## config.mk

```make
export PLATFORM = sky130hd
export DESIGN_NAME = sync_cascade_counter
export DESIGN_NICKNAME = d
export VERILOG_FILES = /design/src/rtl/cntr_pkg.sv /design/src/rtl/cntr_ctrl.sv /design/src/rtl/cntr_next.sv /design/src/rtl/cntr_reg.sv /design/src/rtl/cntr_carry.sv /design/src/rtl/sync_cascade_counter.sv
export SDC_FILE = /design/constraint.sdc
export NUM_CORES = 1
export LEC_CHECK = 0
export BUFFER_PORTS_ARGS = -buffer_cell sky130_fd_sc_hd__buf_4
export CORE_AREA = 2 2 39 41
export DETAILED_ROUTE_END_ITERATION = 6
export DIE_AREA = 0 0 41 43
export PLACE_DENSITY = 0.53
export SYNTH_ARGS = -nofsm -noshare
export SYNTH_HDL_FRONTEND = slang
export SYNTH_SLANG_ARGS = --single-unit
```

## constraint.sdc

```tcl
create_clock -name clk -period 3.3 [get_ports clk]
set_input_delay 0.66 -clock clk [delete_from_list [all_inputs] [get_ports clk]]
set_output_delay 0.66 -clock clk [all_outputs]
set_load 0.02 [all_outputs]
```

## src/rtl/cntr_pkg.sv

```systemverilog
package cntr_pkg;

  typedef enum logic [1:0] {
    ACT_HOLD  = 2'd0,
    ACT_COUNT = 2'd1,
    ACT_LOAD  = 2'd2,
    ACT_CLEAR = 2'd3
  } act_e;

  // Priority: clear, then load, then count (both enables), else hold.
  function automatic act_e choose_action(logic clr_n, logic ld_n,
                                         logic en_p, logic en_t);
    if (!clr_n)            return ACT_CLEAR;
    else if (!ld_n)        return ACT_LOAD;
    else if (en_p && en_t) return ACT_COUNT;
    else                   return ACT_HOLD;
  endfunction

endpackage

```

## src/rtl/cntr_ctrl.sv

```systemverilog
module cntr_ctrl
  import cntr_pkg::*;
(
  input  logic clr_n,
  input  logic ld_n,
  input  logic en_p,
  input  logic en_t,
  output act_e act,
  output logic load_evt,
  output logic cnt_evt,
  output logic hold_evt
);

  always_comb begin
    act      = choose_action(clr_n, ld_n, en_p, en_t);
    load_evt = (act == ACT_LOAD);
    cnt_evt  = (act == ACT_COUNT);
    hold_evt = (act == ACT_HOLD);
  end

endmodule

```

## src/rtl/cntr_next.sv

```systemverilog
module cntr_next
  import cntr_pkg::*;
#(
  parameter int WIDTH  = 4,
  parameter bit DECADE = 1'b1
) (
  input  act_e             act,
  input  logic [WIDTH-1:0] q,
  input  logic [WIDTH-1:0] d,
  output logic [WIDTH-1:0] nxt
);

  localparam int TERM_I = DECADE ? 9 : (1 << WIDTH) - 1;
  localparam logic [WIDTH-1:0] TERM = WIDTH'(TERM_I);

  // Successor: anything at or above the terminal value returns to zero.
  function automatic logic [WIDTH-1:0] successor(logic [WIDTH-1:0] cur);
    if (cur >= TERM) return '0;
    return cur + 1'b1;
  endfunction

  always_comb begin
    unique case (act)
      ACT_CLEAR: nxt = '0;
      ACT_LOAD:  nxt = d;
      ACT_COUNT: nxt = successor(q);
      default:   nxt = q;
    endcase
  end

endmodule

```

## src/rtl/cntr_reg.sv

```systemverilog
module cntr_reg #(
  parameter int WIDTH     = 4,
  parameter bit ASYNC_CLR = 1'b0
) (
  input  logic             clk,
  input  logic             clr_n,
  input  logic [WIDTH-1:0] nxt,
  output logic [WIDTH-1:0] q
);

  generate
    if (ASYNC_CLR) begin : g_async
      always_ff @(posedge clk or negedge clr_n) begin
        if (!clr_n) q <= '0;
        else        q <= nxt;
      end
    end else begin : g_sync
      // The next-value logic already selects zero while clear is low.
      always_ff @(posedge clk) begin
        q <= nxt;
      end
    end
  endgenerate

  assert_clear_R1: assert property (@(posedge clk) !clr_n |=> q == '0)
    else $error("clear low did not give zero count");

endmodule

```

## src/rtl/cntr_carry.sv

```systemverilog
module cntr_carry #(
  parameter int WIDTH  = 4,
  parameter bit DECADE = 1'b1
) (
  input  logic [WIDTH-1:0] q,
  input  logic             en_t,
  output logic             at_term,
  output logic             co
);

  localparam int TERM_I = DECADE ? 9 : (1 << WIDTH) - 1;
  localparam logic [WIDTH-1:0] TERM = WIDTH'(TERM_I);

  always_comb begin
    at_term = (q == TERM);
    co      = at_term & en_t;
  end

endmodule

```

## src/rtl/sync_cascade_counter.sv

```systemverilog
module sync_cascade_counter
  import cntr_pkg::*;
#(
  parameter int WIDTH     = 4,
  parameter bit DECADE    = 1'b1,
  parameter bit ASYNC_CLR = 1'b0
) (
  input  logic             clk,
  input  logic             clr_n,
  input  logic             ld_n,
  input  logic             en_p,
  input  logic             en_t,
  input  logic [WIDTH-1:0] d,
  output logic [WIDTH-1:0] q,
  output logic             co
);

  localparam int TERM_I = DECADE ? 9 : (1 << WIDTH) - 1;
  localparam logic [WIDTH-1:0] TERM = WIDTH'(TERM_I);

  act_e             act;
  logic             load_evt;
  logic             cnt_evt;
  logic             hold_evt;
  logic             at_term;
  logic [WIDTH-1:0] nxt;

  cntr_ctrl u_ctrl (
    .clr_n    (clr_n),
    .ld_n     (ld_n),
    .en_p     (en_p),
    .en_t     (en_t),
    .act      (act),
    .load_evt (load_evt),
    .cnt_evt  (cnt_evt),
    .hold_evt (hold_evt)
  );

  cntr_next #(.WIDTH(WIDTH), .DECADE(DECADE)) u_next (
    .act (act),
    .q   (q),
    .d   (d),
    .nxt (nxt)
  );

  cntr_reg #(.WIDTH(WIDTH), .ASYNC_CLR(ASYNC_CLR)) u_reg (
    .clk   (clk),
    .clr_n (clr_n),
    .nxt   (nxt),
    .q     (q)
  );

  cntr_carry #(.WIDTH(WIDTH), .DECADE(DECADE)) u_carry (
    .q       (q),
    .en_t    (en_t),
    .at_term (at_term),
    .co      (co)
  );

  // load wins over counting and captures the data inputs.
  assert_load_R5: assert property (@(posedge clk) disable iff (!clr_n)
    load_evt |=> q == $past(d))
    else $error("load did not capture data");

  // no enable, no change.
  assert_hold_R6: assert property (@(posedge clk) disable iff (!clr_n)
    hold_evt |=> $stable(q))
    else $error("count moved while disabled");

  // in-range count steps by one.
  assert_step_R4: assert property (@(posedge clk) disable iff (!clr_n)
    (cnt_evt && q < TERM) |=> q == WIDTH'($past(q) + 1'b1))
    else $error("count did not advance by one");

  // an asserted carry with counting enabled means the next value is zero.
  assert_carry_wrap_R7: assert property (@(posedge clk) disable iff (!clr_n)
    (co && en_p && ld_n && at_term) |=> q == '0)
    else $error("carry did not precede wrap");

  generate
    if (DECADE) begin : g_dec_chk
      // out-of-range decade codes recover in one enabled edge.
      assert_recover_R9: assert property (@(posedge clk) disable iff (!clr_n)
        (cnt_evt && q > TERM) |=> q == '0)
        else $error("out-of-range code did not recover");
    end
  endgenerate

endmodule

```

# Word level (Yosys, flattened, before mapping)
# Cells that the tools add are included.
# totals
ff_bits,4
latchBits,0
mem_bits_rw,0
mem_bits_ro,0
inputBits,9
out_inout_bits,5
word_cells,18
mem_count,0
# classes
add_sub_neg,1
mul,0
div_mod_pow,0
order_cmp,1
n_eq_ne,4
shifts,0
mux,8
n_bitwise,1
n_reduce_logical,2
# ops
op,count
4-bit one-hot mux with 3 select lines,1
4-bit two-way mux,2
4-bit by 1-bit adder with 4-bit output (second input constant),1
2-bit == test (second input constant),2
4-bit == test (second input constant),1
4-bit greater-or-equal comparator (second input constant),1
2-bit two-way mux,2
1-bit two-way mux,3
3-bit nonzero test,1
2-bit by 1-bit == test with 1-bit output (second input constant),1
1-bit bitwise AND,1
1-bit logical AND,1

# Depth between registers and ports, before layout
# logic_depth
ltp_word,8
mapped_depth,5
depth_no_buf,5

# Hierarchy
# Synthesis repeated with hierarchy kept, for this count alone.
# unflattened
cells_unflattened,36
area_unflattened_um2,326.6
# by_module_without_submodules
module,instances,cells_each,area_per_inst_um2,seq_area_each_um2
cntr_next,1,23,190.2,0.0
cntr_reg,1,4,80.1,80.1
cntr_ctrl,1,7,37.5,0.0
cntr_carry,1,2,18.8,0.0

# Least setup slack after synthesis
# OpenSTA, ideal clock, no wires.
# synth_path
kind,register to output
start,register u_reg.q[1]
end,output co
arrival_time_ns,1.282
setup_slack_ns,1.358
stages_incl_launch_ff,5
path_cell_list,edfxtp_1 inv_1 ha_1 nand2_1 nor3_1
# synth_via
elab_chain_len,2
# synth_rtl
item,line_no,rtl
"start, declared",cntr_reg.sv:8,output logic [WIDTH-1:0] q
"start signal, assigned",cntr_reg.sv:20,q <= nxt;
4-bit == test,cntr_carry.sv:15,at_term = (q == TERM);
1-bit bitwise AND,cntr_carry.sv:16,co = at_term & en_t;
"end, declared",sync_cascade_counter.sv:15,output logic co
# Every way passes these cells.

# Worst setup path after layout
# Ends and elaborated chain as after synthesis.

==> out/qor.log <==
qor: outcome.status completed
qor: yosys.synth.lib_cells_used.distinct 15
qor: yosys.synth_area 285 sq um
qor: worst_hold_path.holdPathStages 3
qor: setup_path.required 2.64 ns
qor: grt.pin_count_of_the_biggest_net_entering_global_routing 7
qor: clock_network.cts_tree done
qor: setup_path.setup.worst_path.end_class output port
qor: floorplanning.initial_utilization 20.6%
qor: clock_network.clock_insertion_delay_worst_skew 0.23 ns
qor: finish.top_reg_by_flops u_reg.q
qor: power_and_ir_drop.sequentialPowerShare 41.2%
qor: worst_hold_path.worst_hold_startpoint d[3]
qor: detailed_routing.antenna_viol_nets_final 0
qor: clock_network.postCtsResizedCells 0
qor: sta.finalCritPeriodShare 59.7%
qor: grt.overflow 0
qor: grt.antenna_violations_before_repair 0
qor: detailed_routing.route.detailed.vias_per_inst 4.59
qor: sta.fin_skew 0.00323 ns
qor: finish.layout.cells.most_common sky130_fd_sc_hd__buf_4
qor: floorplanning.die-area 1760 sq um
qor: sta.finalHoldViolCount 0
qor: clock_network.clock_path_buffers 2
qor: setup_path.reg2reg_to u_reg.q[0]$_DFFE_PP_
qor: floorplanning.num_rows 14
qor: floorplanning.core 1380 sq um
qor: power_and_ir_drop.power_switching 0.0412 mW
qor: detailed_routing.dr.first_iter.drc_count 8
qor: worst_hold_path.holdPathEnd u_reg.q[3]$_DFFE_PP_
qor: detailed_routing.drt-wirelength-per-cell 10.8 microns
qor: grt.global_route_usage_over_all_layers 8.86%
qor: finish.largestRegisters u_reg.q x4
qor: setup_path.cp_slowest_cell sky130_fd_sc_hd__edfxtp_1
qor: power_and_ir_drop.total_power 0.163 mW
qor: power_and_ir_drop.power.switching_fraction 25.3%
qor: sta.timing.slew.headroom 79.6%
qor: detailed_routing.drt_wl_total 624 microns
qor: finish.syn2layout_area_growth 49.1%
qor: sta.fin_worst_hold_slack 0.704 ns
qor: finish.fin_nets 56
qor: setup_path.path_cells inv_1 -> ha_1 -> nand2_1 -> nor3_1 -> buf_4
qor: power_and_ir_drop.proportion_of_power_drawn_by_combinational_gates 22.6%
qor: setup_path.path_buf_inv 2
qor: sta.clock.fmax 508 MHz
qor: finish.post_layout_nonfiller_instances 58
qor: clock_network.clk_pin_slew 0.04 ns
qor: sta.timing_worst_slew_pin_value 0.305 ns
qor: placement.placement.io_buffers 13
qor: clock_network.number_of_setup_buffers_added_after_cts 0
qor: yosys.syn_area_per_cell 11.0 sq um
qor: finish.postLayoutCellArea 425 sq um
qor: setup_path.worstPathArrival 1.31 ns
qor: yosys.post_synth_inst_count 26
qor: placement.placement_stage_cell_area 403 sq um
qor: setup_path.reg2regPathDepth 5
qor: setup_path.worst_path_dominant_cell_family flip-flops
qor: grt.vias_in_the_first_global_route 260
qor: worst_hold_path.hold_path.class in -> reg
qor: setup_path.rrSetupSlack 1.73 ns
qor: job.cap_violations 0
qor: finish.drive_gt1_share 50.0%
qor: sta.final.setup.tns 0 ns
qor: yosys.yosys_warnings 0
qor: clock_network.tritoncts.num_buffers 3
qor: yosys.synth-seq-area-share 42.1%
qor: finish.largest_register_ff_count 4
qor: power_and_ir_drop.share_clk_of_total_power 36.2%
qor: sta.rsz0062_at_grt false
qor: detailed_routing.num_vias 266
qor: sta.period_minus_slack 1.97 ns
qor: yosys.synth.ff_latch_count 4
qor: setup_path.worst_r2r_startpoint u_reg.q[0]$_DFFE_PP_
qor: power_and_ir_drop.vdd.ir_drop.worst 0.126 mV
qor: detailed_routing.drt_pre_antenna_iters 4
qor: clock_network.postCtsHoldBufs 0
qor: finish.antenna-diode-count 0
qor: clock_network.cts.root.buffer_cell sky130_fd_sc_hd__clkbuf_4
qor: placement.post-dp-hpwl 521 microns
qor: grt.grt_pass1_wl 993 microns
qor: setup_path.startpoint_type flip-flop
qor: clock_network.ctsHtreeMaxLevel 1
qor: floorplanning.top_level_ports 14
qor: finish.mostFrequentLayoutCells sky130_fd_sc_hd__buf_4 (13), sky130_fd_sc_hd__edfxtp_1 (4)
qor: setup_path.worstPathMaxFanout 4
qor: placement.gp_routability_congestion 0.654
qor: clock_network.clock_sinks 4
qor: yosys.synth_nets 38
qor: sta.timing.final.setup_violations 0
qor: setup_path.cp_slowest_stage_delay 0.43 ns
qor: floorplanning.chipHeight 43 microns
qor: placement.numPlacedInstances 55
qor: power_and_ir_drop.internal_power 0.121 mW
qor: power_and_ir_drop.power_per_standard_cell_area 382 nW/um^2
qor: sta.timing_max_transition_violations_final 0
qor: floorplanning.fp.dieW 41 microns
qor: power_and_ir_drop.cellLeakagePower 0.195 nW
qor: setup_path.timing_worst_setup_path_type reg -> out
qor: detailed_routing.remaining_drc_errors 0
## worst max-delay path by stage
| stage | from | to | slack [ns] | depth (start not counted) |
|---|---|---|---|---|
| floorplan | u_reg.q[1]$_DFFE_PP_ | co | 1.36 | 4 |
| global placement | en_t | co | 1.56 | 4 |
| detailed placement | en_t | co | 1.54 | 4 |
| CTS | u_reg.q[1]$_DFFE_PP_ | co | 1.31 | 5 |
| global route | u_reg.q[1]$_DFFE_PP_ | co | 1.23 | 5 |
| finish | u_reg.q[1]$_DFFE_PP_ | co | 1.33 | 5 |
## cell usage after synthesis
library cell | instances | area (sq um)
sky130_fd_sc_hd__inv_1 | 3 | 11.3
sky130_fd_sc_hd__nor2b_1 | 1 | 6.26
sky130_fd_sc_hd__nand4_1 | 1 | 6.26
sky130_fd_sc_hd__nand3_1 | 1 | 5.00
sky130_fd_sc_hd__nor3_1 | 1 | 5.00
sky130_fd_sc_hd__ha_1 | 3 | 37.5
sky130_fd_sc_hd__and4bb_2 | 1 | 12.5
sky130_fd_sc_hd__nand2_1 | 3 | 11.3
sky130_fd_sc_hd__a21oi_2 | 1 | 8.76
sky130_fd_sc_hd__xor2_1 | 1 | 8.76
sky130_fd_sc_hd__o21ai_0 | 1 | 5.00
sky130_fd_sc_hd__edfxtp_1 | 4 | 120
sky130_fd_sc_hd__a41oi_1 | 1 | 8.76
sky130_fd_sc_hd__or3b_1 | 1 | 8.76
sky130_fd_sc_hd__a22o_2 | 3 | 30.0
## through the flow
stage | utilization (%) | worst slack (ns)
2_1_floorplan | - | 1.36
3_3_place_gp | 29.1 | 1.56
3_5_place_dp | 29.1 | 1.54
4_1_cts | 30.7 | 1.31
5_1_grt | 30.7 | 1.23
6_report | 30.7 | 1.33
## logic make-up after synthesis
kind of cell             count (synthesis)  synth area share (%)
AND/OR/NAND/NOR                          9                  19.3
AO/OA/AOI/OAI                            6                  18.4
flip-flops                               4                  42.1
buffers and inverters                    3                  3.95
adder cells (fa/ha/maj)                  3                  13.2
XOR/XNOR                                 1                  3.07
## power groups by stage
stage	Sequential (mW)	Clock, mW	Combinational [mW]
3_5_place_dp	0.0679	0	0.0371
5_1_grt	0.0676	0.0659	0.0405
6_report	0.0670	0.0588	0.0368
3_3_place_gp	0.0680	0	0.0372
4_1_cts	0.0672	0.0616	0.0372
2_1_floorplan	0.0714	0	0.0147
## routing by layer
metal  part of all wire (%)  vias to the layer above  global-route usage (%)
met1                     42                      130                    9.74
li1                       -                      130                       -
met2                     55                        6                    12.5
met4                      0                        0                    8.00
met5                      0                        -                       0
met3                    3.2                        0                    3.14
## worst min-delay path: cells and delay by family
family                 cells  cell delay [ns]
AOI/OAI and AO/OA          1             0.06
buffers and inverters      1             0.07
and+or+nand+nor            1             0.03
## area by class of cell
| cell class | count | area, sq um |
|---|---|---|
| Fill cell | 148 | 958 |
| Inverter | 3 | 11.3 |
| Multi-Input combinational cell | 19 | 154 |
| Timing Repair Buffer | 13 | 97.6 |
| Tap cell | 16 | 20.0 |
| Clock buffer | 3 | 22.5 |
| Sequential cell | 4 | 120 |
(Power assumes the default switching activity.)
